==> config.mk <==
export PLATFORM = sky130hd
export DESIGN_NAME = vld_strided_load
export DESIGN_NICKNAME = d
export VERILOG_FILES = /design/src/rtl/vld_pkg.sv /design/src/rtl/vld_addr_gen.sv /design/src/rtl/vld_bank_timers.sv /design/src/rtl/vld_return_pipe.sv /design/src/rtl/vld_strided_load.sv
export SDC_FILE = /design/constraint.sdc
export NUM_CORES = 1
export LEC_CHECK = 0
export ABC_AREA = 1
export BUFFER_PORTS_ARGS = -buffer_cell sky130_fd_sc_hd__buf_4
export CORE_MARGIN = 3
export CORE_UTILIZATION = 30
export DETAILED_ROUTE_END_ITERATION = 12
export GPL_ROUTABILITY_DRIVEN = 0
export PLACE_DENSITY_LB_ADDON = 0.25
export SYNTH_ARGS = -nofsm -noshare
export SYNTH_HDL_FRONTEND = slang
export SYNTH_SLANG_ARGS = --single-unit
==> constraint.sdc <==
create_clock -name clk -period 5.05 [get_ports clk]
set_clock_uncertainty 0.1 [all_clocks]
set_input_delay 1.515 -clock clk [delete_from_list [all_inputs] [get_ports clk]]
set_output_delay 1.515 -clock clk [all_outputs]
set_load 0.01 [all_outputs]
==> src/rtl/vld_pkg.sv <==
package vld_pkg;

    localparam int ADDR_W = 16;
    localparam int DATA_W = 32;

    typedef enum logic [1:0] {
        ST_IDLE  = 2'd0,
        ST_ISSUE = 2'd1,
        ST_DRAIN = 2'd2
    } ld_state_e;

    // Preloaded bank contents: a pure function of the word address.
    function automatic logic [DATA_W-1:0] bank_word(input logic [ADDR_W-1:0] a);
        logic [ADDR_W-1:0] hi;
        logic [ADDR_W-1:0] lo;
        hi = a ^ 16'hC35A;
        lo = a + 16'h1234;
        return {hi, lo};
    endfunction

endpackage

==> src/rtl/vld_addr_gen.sv <==
module vld_addr_gen
    import vld_pkg::*;
#(
    parameter int MAX_VL = 32,
    localparam int VL_W  = $clog2(MAX_VL + 1),
    localparam int IDX_W = $clog2(MAX_VL)
) (
    input  logic              clk,
    input  logic              rst_n,
    input  logic              load_i,
    input  logic [ADDR_W-1:0] base_i,
    input  logic [ADDR_W-1:0] stride_i,
    input  logic [VL_W-1:0]   vl_i,
    input  logic              step_i,
    output logic [ADDR_W-1:0] cur_addr_o,
    output logic [IDX_W-1:0]  cur_idx_o,
    output logic              more_o,
    output logic              last_o
);

    typedef struct packed {
        logic [ADDR_W-1:0] addr;
        logic [ADDR_W-1:0] step;
        logic [IDX_W-1:0]  idx;
        logic [VL_W-1:0]   left;
    } gen_t;

    gen_t gen_d, gen_q;

    always_comb begin
        gen_d = gen_q;
        if (load_i) begin
            gen_d.addr = base_i;
            gen_d.step = stride_i;
            gen_d.idx  = '0;
            gen_d.left = vl_i;
        end else if (step_i && (gen_q.left != '0)) begin
            gen_d.addr = gen_q.addr + gen_q.step;   // wraps mod 2^16
            gen_d.idx  = gen_q.idx + 1'b1;
            gen_d.left = gen_q.left - 1'b1;
        end
    end

    always_ff @(posedge clk or negedge rst_n) begin
        if (!rst_n) gen_q <= '0;
        else        gen_q <= gen_d;
    end

    assign cur_addr_o = gen_q.addr;
    assign cur_idx_o  = gen_q.idx;
    assign more_o     = (gen_q.left != '0);
    assign last_o     = (gen_q.left == VL_W'(1));

endmodule

==> src/rtl/vld_bank_timers.sv <==
module vld_bank_timers #(
    parameter int NUM_BANKS  = 16,
    parameter int BUSY_CYC   = 4,
    localparam int BANK_W    = $clog2(NUM_BANKS),
    localparam int CNT_W     = $clog2(BUSY_CYC + 1)
) (
    input  logic                 clk,
    input  logic                 rst_n,
    input  logic                 req_i,
    input  logic [BANK_W-1:0]    bank_i,
    output logic [NUM_BANKS-1:0] free_o
);

    for (genvar b = 0; b < NUM_BANKS; b++) begin : g_bank
        logic [CNT_W-1:0] cnt_d, cnt_q;

        always_comb begin
            if (req_i && (bank_i == BANK_W'(b)))
                cnt_d = CNT_W'(BUSY_CYC - 1);
            else if (cnt_q != '0)
                cnt_d = cnt_q - 1'b1;
            else
                cnt_d = cnt_q;
        end

        always_ff @(posedge clk or negedge rst_n) begin
            if (!rst_n) cnt_q <= '0;
            else        cnt_q <= cnt_d;
        end

        assign free_o[b] = (cnt_q == '0);
    end

endmodule

==> src/rtl/vld_return_pipe.sv <==
module vld_return_pipe
    import vld_pkg::*;
#(
    parameter int LAT_CYC = 12,
    parameter int IDX_W   = 5
) (
    input  logic              clk,
    input  logic              rst_n,
    input  logic              in_valid_i,
    input  logic [IDX_W-1:0]  in_idx_i,
    input  logic [ADDR_W-1:0] in_addr_i,
    output logic              out_valid_o,
    output logic [IDX_W-1:0]  out_idx_o,
    output logic [DATA_W-1:0] out_data_o
);

    typedef struct packed {
        logic              vld;
        logic [IDX_W-1:0]  idx;
        logic [ADDR_W-1:0] addr;
    } stage_t;

    stage_t [LAT_CYC-1:0] pipe_d, pipe_q;

    always_comb begin
        pipe_d[0].vld  = in_valid_i;
        pipe_d[0].idx  = in_idx_i;
        pipe_d[0].addr = in_addr_i;
        for (int k = 1; k < LAT_CYC; k++) pipe_d[k] = pipe_q[k-1];
    end

    always_ff @(posedge clk or negedge rst_n) begin
        if (!rst_n) pipe_q <= '0;
        else        pipe_q <= pipe_d;
    end

    assign out_valid_o = pipe_q[LAT_CYC-1].vld;
    assign out_idx_o   = pipe_q[LAT_CYC-1].idx;
    assign out_data_o  = bank_word(pipe_q[LAT_CYC-1].addr);

endmodule

==> src/rtl/vld_strided_load.sv <==
module vld_strided_load
    import vld_pkg::*;
#(
    parameter int NUM_BANKS = 16,
    parameter int BUSY_CYC  = 4,
    parameter int LAT_CYC   = 12,
    parameter int MAX_VL    = 32,
    localparam int BANK_W   = $clog2(NUM_BANKS),
    localparam int VL_W     = $clog2(MAX_VL + 1),
    localparam int IDX_W    = $clog2(MAX_VL)
) (
    input  logic              clk,
    input  logic              rst_n,
    input  logic              start_valid,
    output logic              start_ready,
    input  logic [ADDR_W-1:0] base_addr,
    input  logic [ADDR_W-1:0] stride,
    input  logic [VL_W-1:0]   vec_len,
    output logic              req_valid,
    output logic [BANK_W-1:0] req_bank,
    output logic              vr_we,
    output logic [IDX_W-1:0]  vr_idx,
    output logic [DATA_W-1:0] vr_data,
    output logic              done
);

    typedef struct packed {
        ld_state_e       st;
        logic [VL_W-1:0] wr_left;
        logic            done;
    } ctl_t;

    ctl_t ctl_d, ctl_q;

    logic                 accept;
    logic                 issue;
    logic [ADDR_W-1:0]    cur_addr;
    logic [IDX_W-1:0]     cur_idx;
    logic                 more;
    logic                 last;
    logic [BANK_W-1:0]    cur_bank;
    logic [NUM_BANKS-1:0] bank_free;
    logic                 ret_valid;

    assign accept   = (ctl_q.st == ST_IDLE) && start_valid;
    assign cur_bank = cur_addr[BANK_W-1:0];
    assign issue    = (ctl_q.st == ST_ISSUE) && more && bank_free[cur_bank];

    vld_addr_gen #(.MAX_VL(MAX_VL)) u_gen (
        .clk        (clk),
        .rst_n      (rst_n),
        .load_i     (accept),
        .base_i     (base_addr),
        .stride_i   (stride),
        .vl_i       (vec_len),
        .step_i     (issue),
        .cur_addr_o (cur_addr),
        .cur_idx_o  (cur_idx),
        .more_o     (more),
        .last_o     (last)
    );

    vld_bank_timers #(.NUM_BANKS(NUM_BANKS), .BUSY_CYC(BUSY_CYC)) u_timers (
        .clk    (clk),
        .rst_n  (rst_n),
        .req_i  (issue),
        .bank_i (cur_bank),
        .free_o (bank_free)
    );

    vld_return_pipe #(.LAT_CYC(LAT_CYC), .IDX_W(IDX_W)) u_ret (
        .clk         (clk),
        .rst_n       (rst_n),
        .in_valid_i  (issue),
        .in_idx_i    (cur_idx),
        .in_addr_i   (cur_addr),
        .out_valid_o (ret_valid),
        .out_idx_o   (vr_idx),
        .out_data_o  (vr_data)
    );

    always_comb begin
        ctl_d      = ctl_q;
        ctl_d.done = 1'b0;
        unique case (ctl_q.st)
            ST_IDLE: begin
                if (accept) begin
                    if (vec_len == '0) begin
                        ctl_d.done = 1'b1;
                    end else begin
                        ctl_d.st      = ST_ISSUE;
                        ctl_d.wr_left = vec_len;
                    end
                end
            end
            ST_ISSUE: begin
                if (issue && last) ctl_d.st = ST_DRAIN;
            end
            ST_DRAIN: ;
            default: ctl_d.st = ST_IDLE;
        endcase
        if (ret_valid && (ctl_q.st != ST_IDLE)) begin
            ctl_d.wr_left = ctl_q.wr_left - 1'b1;
            if (ctl_q.wr_left == VL_W'(1)) begin
                ctl_d.st   = ST_IDLE;
                ctl_d.done = 1'b1;
            end
        end
    end

    always_ff @(posedge clk or negedge rst_n) begin
        if (!rst_n) begin
            ctl_q.st      <= ST_IDLE;
            ctl_q.wr_left <= '0;
            ctl_q.done    <= 1'b0;
        end else begin
            ctl_q <= ctl_d;
        end
    end

    assign start_ready = (ctl_q.st == ST_IDLE);
    assign req_valid   = issue;
    assign req_bank    = cur_bank;
    assign vr_we       = ret_valid;
    assign done        = ctl_q.done;

endmodule

==> impl_results.md, run 1 <==
* Placed Instances at 1845
* Outcome: finished clean
* Met2 GRT Util at between 10% and 20%
* Syn-to-layout area delta at 18.9%
* Area contributors post-synth: dfrtp_1, nand2_1, ha_1
* Via count at about 8000
* Setup Buffers After CTS at 0
* Place WS at about 1500 ps
* Leakage at 7.82 nW
* Detail Route Antenna Nets at 0
* Root buffer cell: clkbuf_16
* PostCTS Resize Cnt at 0
* Yosys warns at 0
* Kind of cell adding the most delay to the critical path: simple AND/OR/NAND/NOR gates
* Post-layout min period at 4100 ps
* Post-Layout Cell Count at 1908
* DR pass1 iterations at 4
* Grt total ovfl at 0
* Peak supply drop at 0.252 mV
* Chip width at between 200 and 250 um
* Register area at 9110 sq um
* Share of cells above drive strength 1 at between 10% and 20%
* Critical path's largest stage delay at 380 ps
* Initial Util at a little under a third
* Synth Instances at 1199
* DIE HEIGHT at roughly 220 um
* Synth Area per Inst at 11.0 sq um
* Dpl hpwl at 15500 um
* Register area share after synthesis at 68.9%
* Vias in the first global route at between 8000 and 9000
* Post-synth ARST share at 100%
* Maxcap violations at 0
* GR met1 Demand/Resource at roughly an eighth
* Initial antenna violation count at 0
* Commonest cells after routing, fill and taps aside: nand2_1, dfrtp_1, inv_1
* FILL cells at 4213
* CP Max Fanout at 9
* Die area at approximately 47000 sq um
* GR peak layer: met2
* Met3 GRT Util at approximately 2.5%
* Slew Limit Fails at 0
* CP max-delay cell: dfrtp_1
* Hold/Removal Path Class: reg2reg
* CP Launch Type: flip-flop
* Area share of the largest cell type after synthesis at just under 70%
* Critical Path, Cell by Cell: inv_1 -> ha_1 -> ha_1 -> inv_1 -> nand2_1 -> nand2_1 -> nand2_1 -> nand2_1 -> nand2_1 -> nand2_1 -> nor2_2 -> nand2_4 -> inv_1 -> buf_4
* Htree depth at 2
* 1st-iter DRT viols at 417
* Final worst slack at about 950 ps
* Crit path DAT at between 2000 and 2500 ps
* Final Hold Viols at 0
* Worst path bufs/invs at 4
* Bufs on Longest Clock Path at 3
* I/O Buffers at 85
* Post-Route WL at 23200 um
* Crit path top cell by count: nand2_1
* Clock Latency Late Sink at between 500 and 600 ps
* Worst EP required at about 3400 ps
* Commonest non-fill, non-tap cell in the layout: nand2_1
* TritonCTS buffer count at 38
* CTS tree: yes
* First-pass GRT wire length at about 39000 um
* Largest area contributor in the netlist: dfrtp_1
* RSZ-0062 raised after global routing: no
* Ports at 86
* Pin count of the biggest net entering global routing at 96
* Worst Setup Path Type: reg2out
* Final Setup Violations at 0
* Unique masters post-synth at 32
* Post-synthesis register bit count at approximately 360
* WL per Instance at about 12 um
* # rows at 76
* TNS Setup at 0 ps
* Worst Tran Pin Value at approximately 740 ps
* Maximum clock frequency at between 200 and 250 MHz
* Clk sinks at approximately 360
* Final nets at between 1000 and 1500
* Worst-path clk slew at roughly 60 ps
* DRC viols at 0
* Main synth FF type: dfrtp_1
* PD cells at approximately 370 nW/um^2
* Number of synthesized flops with an enable pin at 0
* Total track usage at around a tenth
* Cell Area, Synth at 13200 sq um
* Synthesized Nets at 1294
* Fin crit share at 81.2%
* Multi-input logic area at ~3300 sq um
* Core area at ~43000 sq um
* CP Capture Type: output pin
* Slew margin rel. at 50.4%
* Inserted Diodes at 0
* Hold-fix buffers, CTS at 0
* DR vias/cell at 4.08
-- worst reg2reg max path, delay by kind of cell, from the launching register on --
family                   cells  cell delay, ps
adder cells (fa/ha/maj)      2             370
buffers and inverters        3             470
flip-flops                   1             380
AND/OR/NAND/NOR             11            1130
-- state kept, by name, indices dropped and copies added (netlist names), 5 cells and up --
name / flops
ctl_q: 8
u_gen.cur_addr_o: 16
u_gen.cur_idx_o: 5
u_gen.gen_q: 22
u_ret.out_data_o: 8
u_ret.out_idx_o: 5
u_ret.pipe_d: 242
u_ret.pipe_q: 8
u_timers.g_bank.cnt_q: 48
-- through the flow --
stage | util [%] | power (W) | instance area, sq um | hold slack [ps]
final | 36.3 | 0.00576 | 15700 | 238
after global routing | 36.3 | 0.00601 | 15700 | 237
after CTS | 36.3 | 0.00588 | 15700 | 238
after detailed placement | 33.4 | 0.00307 | 14500 | 235
after global placement | 33.4 | 0.00307 | 14500 | 231
after floorplan | - | 0.00297 | 13200 | 231
-- cell type report --
cell class | count | share of cell area [%]
multi-input cells | 647 | 21.0
clock buffers | 54 | 6.88
well taps | 585 | 4.66
inverters | 156 | 3.73
clock inverters | 9 | 1.03
repair buffers | 93 | 4.73
flip-flops and latches | 364 | 58.0
-- cell usage after synthesis (3+ instances only) --
master,n
a21oi_1,17
buf_2,3
buf_4,19
buf_6,4
clkbuf_1,6
dfrtp_1,364
ha_1,53
inv_1,152
inv_2,3
nand2_1,366
nand3_1,65
nand3b_1,3
nand4_1,4
nor2_1,33
nor3_1,6
o211ai_1,3
o21ai_0,54
or2_2,9
xnor2_1,5
xor2_1,13
-- per-layer routing --
layer	wire (um)	share of wire, %	vias up
met3	1180	5.1	54
met2	10800	46	144
li1	-	-	3897
met5	0	0	-
met4	790	3.4	0
met1	10500	45	3689
-- path summary, 6_finish.rpt --
kind	from	to	slack [ps]	cells after the start
worst max register to register	u_timers.g_bank[0].cnt_q[0]	u_gen.cur_idx_o[0]	2490	16
worst min-delay path	u_ret.pipe_d[200]	u_ret.pipe_d[222]	240	0
worst max-delay path	u_timers.g_bank[0].cnt_q[0]	req_valid	950	14
min in group asynchronous	rst_n	u_ret.out_data_o[16]	900	1
max in group asynchronous	rst_n	u_gen.cur_addr_o[14]	3010	2
worst min register to register	u_ret.pipe_d[200]	u_ret.pipe_d[222]	240	0
-- logic make-up (layout without fill, tap and decap cells) --
kind of cell	after synthesis	in the layout	synth area share, %
xor gates and xnor gates	18	18	1.19
buffers and inverters	188	312	6.14
adders and majority gates	54	54	5.17
and+or+nand+nor	493	493	15.2
AOI/OAI and AO/OA	82	82	3.32
DFF	364	364	68.9
-- power breakdown --
part / switching (W) / total, W / internal, W
sequential: 0 / 0.00292 / 0.00292
clock: 0.00110 / 0.00275 / 0.00165
combinational: 0.0000629 / 0.0000895 / 0.0000266
Power figures use the tool's default switching activity.
==> run 2: changes to the inputs <==
--- a/config.mk
+++ b/config.mk
@@ -5,7 +5,7 @@
 export SDC_FILE = /design/constraint.sdc
 export NUM_CORES = 1
 export LEC_CHECK = 0
-export ABC_AREA = 1
+export ABC_AREA = 0
 export BUFFER_PORTS_ARGS = -buffer_cell sky130_fd_sc_hd__buf_4
 export CORE_MARGIN = 3
 export CORE_UTILIZATION = 30
==> constraint.sdc (replaced) <==
create_clock -name clk -period 3.6 [get_ports clk]
set_clock_uncertainty 0.1 [all_clocks]
set_input_delay 1.08 -clock clk [delete_from_list [all_inputs] [get_ports clk]]
set_output_delay 1.08 -clock clk [all_outputs]
set_load 0.01 [all_outputs]
==> impl_results.md, run 2 <==
* Bufs on Longest Clock Path at 3
* I/O Buffers at 85
* Ports at 86
* Slew Limit Fails at 0
* Total power at 0.0139 W
* Final worst slack at ~66 ps
* Synth Area per Inst at ~13 sq um
* Synthesized Nets at about 1100
* Leakage at between 7 and 8 nW
* Post-layout min period at about 3500 ps
* Final Setup Violations at 0
* CP Max Fanout at 6
* Clk sinks at ~360
* CTS tree: yes
* Main synth FF type: dfrtp_1
* Chip width at approximately 210 um
* DR vias/cell at 4.30
* FILL cells at ~4000
* Maximum clock frequency at approximately 280 MHz
* Initial antenna violation count at 0
* Dpl hpwl at 14600 um
* Vias in the first global route at approximately 7300
* CP Launch Type: flip-flop
* PD cells at between 800 and 900 nW/um^2
* DIE HEIGHT at 213 um
* 1st-iter DRT viols at 395
* Finished Cell Area at ~16000 sq um
* Place WS at about 440 ps
* Peak supply drop at about 0.38 mV
* Inserted Diodes at 0
* Final Hold Viols at 0
* Worst path bufs/invs at 3
* Share of cells above drive strength 1 at about a fifth
* Worst-path clk slew at 60 ps
* Detail Route Antenna Nets at 0
* Commonest cells in the netlist: dfrtp_1, nand2_1, inv_1, a21oi_1, ha_1
* Die area at between 40000 and 50000 sq um
* Clock Latency Late Sink at between 500 and 600 ps
* Area contributors post-synth: dfrtp_1, ha_1, nand2_1
* Hold/Removal Path Class: reg2reg
* TritonCTS buffer count at 39
* Kind of cell adding the most delay to the critical path: multiplexers
* Area share of the largest cell type after synthesis at 70.7%
* Core area at between 40000 and 50000 sq um
* Htree depth at 2
* CP max-delay cell: mux4_2
* Fin crit share at between 90% and 100%
* RSZ-0062 raised after global routing: yes
* Largest area contributor in the netlist: dfrtp_1
* Placement Cell Area at about 14000 sq um
* Crit path DAT at about 2400 ps
* Max FFs per register at 242
* Outcome: finished clean
* Pin count of the biggest net entering global routing at 91
* Critical Path, Cell by Cell: inv_1 -> ha_1 -> ha_4 -> mux4_2 -> o22ai_2 -> or3_4 -> inv_4 -> buf_6
* Synth Instances at a little under 1000
* Hold slack at about 220 ps
* Cell Area, Synth at 12900 sq um
* DRC viols at 0
* Commonest non-fill, non-tap cell in the layout: dfrtp_1
* Worst Tran Pin Value at between 700 and 800 ps
* Initial Util at a little under a third
* CP Capture Type: output pin
* # rows at 75
* Grt total ovfl at 0
* Final nets at between 1000 and 1500
* Yosys warns at 0
* Register area share after synthesis at roughly 71%
* Slew margin rel. at a little under half
* Post-synthesis register bit count at approximately 360
* Total track usage at 10.5%
* Post-synth ARST share at 100%
* Post-Route WL at approximately 23000 um
* First-pass GRT wire length at between 30000 and 40000 um
* Worst Setup Path Type: reg2out
* Via count at around 7200
* Number of synthesized flops with an enable pin at 0
* Critical path's largest stage delay at 480 ps
* Maxcap violations at 0
* Root buffer cell: clkbuf_16
* Commonest cells after routing, fill and taps aside: dfrtp_1, nand2_1, buf_4
* Most frequent cell after synthesis: dfrtp_1
* Hold-fix buffers, CTS at 0
* Unique masters post-synth at between 50 and 60
* Worst EP required at 2420 ps
* Syn-to-layout area delta at 22.7%
* WL per Instance at around 14 um
* DR pass1 iterations at 6
## run 2: through the flow
step | instances | setup TNS [ps] | utilization [%]
after floorplan | 982 | 0 | -
after global placement | 1580 | 0 | 33.7
after detailed placement | 1580 | 0 | 33.7
after CTS | 1655 | 0 | 37.1
after global routing | 1664 | -27.8 | 37.5
final | 1664 | 0 | 37.5
## run 2: repair_timing
action                                 CTS  global route
pin swaps                                3             7
setup buffers                            3             9
gates resized for setup                 26            20
setup endpoints to repair                2             3
endpoints found under the hold margin    0             0
## run 2: kinds of logic (layout without fill, tap and decap cells)
logic type / Yosys count / in the layout / synth area share (%)
AOI/OAI and AO/OA: 152 / 152 / 7.29
xor gates and xnor gates: 46 / 46 / 3.13
adders and majority gates: 54 / 54 / 5.31
buffers and inverters: 116 / 259 / 4.22
DFF: 364 / 364 / 70.7
muxes: 8 / 8 / 1.04
and+or+nand+nor: 242 / 242 / 8.27
## run 2: routing by layer
layer | track usage (%) | routed length [um] | up-vias
met5 | 0 | 0 | -
met4 | 3.58 | 533 | 0
met3 | 2.23 | 1100 | 40
met2 | 16.0 | 10400 | 133
met1 | 14.9 | 10900 | 3516
li1 | - | - | 3462
## run 2: layout make-up
cell class              count  area [sq um]  share of cell area [%]
flip-flops and latches    364          9110                    57.7
multi-input cells         502          3410                    21.6
clock buffers              56          1160                    7.34
repair buffers            118          1010                    6.39
well taps                 539           674                    4.27
inverters                  69           262                    1.66
clock inverters            16           174                    1.10
## run 2: path summary, 6_finish.rpt
| check | startpoint | endpoint | slack, ps | depth (start not counted) |
|---|---|---|---|---|
| setup / recovery | u_timers.g_bank[15].cnt_q[0] | req_valid | 70 | 8 |
| hold / removal | u_ret.pipe_d[156] | u_ret.pipe_d[178] | 220 | 0 |
| setup reg to reg | u_timers.g_bank[6].cnt_q[1] | u_timers.g_bank[13].cnt_q[1] | 670 | 11 |
| hold reg to reg | u_ret.pipe_d[156] | u_ret.pipe_d[178] | 220 | 0 |
| max in group asynchronous | rst_n | u_timers.g_bank[8].cnt_q[1] | 2180 | 2 |
| min in group asynchronous | rst_n | u_ret.pipe_d[176] | 500 | 1 |
## run 2: power by group
part	internal (W)	total [W]	leakage (nW)	switching [W]
Clock	0.00236	0.00401	0.662	0.00165
Sequential	0.00501	0.00552	4.35	0.000511
Combinational	0.00196	0.00441	2.35	0.00245
==> run 3: changes to the inputs <==
--- a/config.mk
+++ b/config.mk
@@ -5,7 +5,7 @@
 export SDC_FILE = /design/constraint.sdc
 export NUM_CORES = 1
 export LEC_CHECK = 0
-export ABC_AREA = 0
+export ABC_AREA = 1
 export BUFFER_PORTS_ARGS = -buffer_cell sky130_fd_sc_hd__buf_4
 export CORE_MARGIN = 3
 export CORE_UTILIZATION = 30
==> impl_results.md, run 3 (same netlist as run 1, synthesis figures left out) <==
* Final Setup Violations at 0
* DR pass1 iterations at 4
* Hold-fix buffers, CTS at 0
* FILL cells at 4224
* CP Capture Type: output pin
* Final nets at 1408
* Fin crit share at 96.3%
* Maximum clock frequency at between 200 and 300 MHz
* Root buffer cell: clkbuf_16
* Bufs on Longest Clock Path at 3
* Htree depth at 2
* Worst Tran Pin Value at about 690 ps
* Share of cells above drive strength 1 at about 15%
* DR vias/cell at 4.08
* # rows at 76
* Via count at 7869
* TritonCTS buffer count at 40
* Hold/Removal Path Class: reg2reg
* Finished Cell Area at between 15000 and 20000 sq um
* Max FFs per register at around 240
* DRC viols at 0
* Peak supply drop at 0.315 mV
* Post-Route WL at around 24000 um
* Pin count of the biggest net entering global routing at between 80 and 90
* Worst EP required at 2420 ps
* Inserted Diodes at 0
* Core area at between 40000 and 50000 sq um
* Final Hold Viols at 0
* RSZ-0062 raised after global routing: yes
* Die area at around 47000 sq um
* Clock Latency Late Sink at 550 ps
* Commonest cells after routing, fill and taps aside: nand2_1, dfrtp_1, inv_1
* Commonest non-fill, non-tap cell in the layout: nand2_1
* Crit path DAT at roughly 2300 ps
* Placement Cell Area at 14500 sq um
* PD cells at between 500 and 600 nW/um^2
* Dpl hpwl at roughly 16000 um
* Worst-path clk slew at 60 ps
* CTS tree: yes
* CP Max Fanout at 6
* I/O Buffers at 85
* Slew margin rel. at 54.2%
* Ports at between 80 and 90
* Grt total ovfl at 0
* CP Launch Type: flip-flop
* Slew Limit Fails at 0
* Leakage at slightly below 8 nW
* 1st-iter DRT viols at roughly 390
* Worst Setup Path Type: reg2out
* Clk sinks at about 360
* Initial Util at a little under a third
* Detail Route Antenna Nets at 0
* First-pass GRT wire length at around 41000 um
* DIE HEIGHT at 216 um
* Post-layout min period at 3470 ps
* Initial antenna violation count at 0
* Syn-to-layout area delta at 21.3%
* Maxcap violations at 0
* Vias in the first global route at 8241
* Chip width at between 200 and 250 um
* Total track usage at a little over a tenth
* Outcome: finished clean
* Hold slack at 238 ps
* WL per Instance at ~12 um
[run 3: cell types whose count changed in the layout (fill, tap and decap cells not counted), moves of 12 or more]
cell      before  now
inv_1         68  142
o211ai_1      26    3
xnor2_1       21    5
inv_2          0   12
o21ai_0       20   53
a21oi_1       54   17
ha_1          32   48
nand2_1      136  365
a31oi_1       15    0
nand3_1       14   65
xor2_1        25   13
[run 3: per-layer routing]
metal  vias to the layer above  global-route usage, %  part of all wire (%)
met1                      3734                   13.4                    45
met5                         -                      0                     0
met4                         0                   4.60                   3.4
met3                        55                   2.89                   4.7
met2                       144                   17.3                    47
li1                       3936                      -                     -
[run 3: per-stage QoR]
step                      utilization, %  setup TNS (ps)  instances  setup WS [ps]  total power (W)
final                               37.0               0       1930            135          0.00857
after global routing                37.0           -17.3       1930          -17.3          0.00893
after CTS                           36.9               0       1927           8.90          0.00875
after detailed placement            33.6               0       1852            514          0.00431
after global placement              33.6               0       1852            595          0.00430
after floorplan                        -               0       1199            913          0.00417
[run 3: path summary, 6_finish.rpt]
| check | start | end | slack, ps | depth (start not counted) |
|---|---|---|---|---|
| setup / recovery | u_timers.g_bank[1].cnt_q[0] | req_valid | 130 | 14 |
| hold / removal | u_ret.pipe_d[114] | u_ret.pipe_d[136] | 240 | 0 |
| setup reg to reg | u_timers.g_bank[5].cnt_q[0] | u_timers.g_bank[8].cnt_q[2] | 980 | 15 |
| hold reg to reg | u_ret.pipe_d[114] | u_ret.pipe_d[136] | 240 | 0 |
| max in group asynchronous | rst_n | u_ret.out_data_o[29] | 2180 | 2 |
| min in group asynchronous | rst_n | u_ret.pipe_q[243] | 390 | 1 |
[run 3: what timing repair did]
| action | 4_1_cts | 5_1_grt |
|---|---|---|
| setup buffers | 1 | 3 |
| gates resized for setup | 1 | 19 |
| pin swaps | 0 | 0 |
| setup endpoints to repair | 1 | 2 |
[run 3: area by class of cell]
| type | instances | area [sq um] | area share, % |
|---|---|---|---|
| clock buffer | 55 | 1130 | 7.04 |
| clock inverter | 19 | 304 | 1.90 |
| inverter | 156 | 589 | 3.68 |
| multi-input combinational | 647 | 3320 | 20.7 |
| sequential | 364 | 9110 | 56.9 |
| tap | 585 | 732 | 4.57 |
| timing repair buffer | 104 | 838 | 5.23 |
[run 3: critical path, cell delays in order (launching register included)]
cell        delay, ps
dfrtp_1           340
inv_1              60
ha_1              200
ha_1              230
inv_2              90
nand2_1            50
nand2_1           100
nand2_1            50
nand2_1            50
nand2_1            50
nand2_2           110
nor2_4             50
nand2_4           100
clkinvlp_4        110
buf_4             150
[run 3: power by group]
| group | total, W | switching (W) | internal, W | leakage (nW) |
|---|---|---|---|---|
| clock | 0.00434 | 0.00162 | 0.00272 | 0.710 |
| sequential | 0.00409 | 0 | 0.00409 | 4.31 |
| combinational | 0.000129 | 0.0000882 | 0.0000410 | 2.92 |
| total | 0.00857 | 0.00171 | 0.00686 | 7.94 |
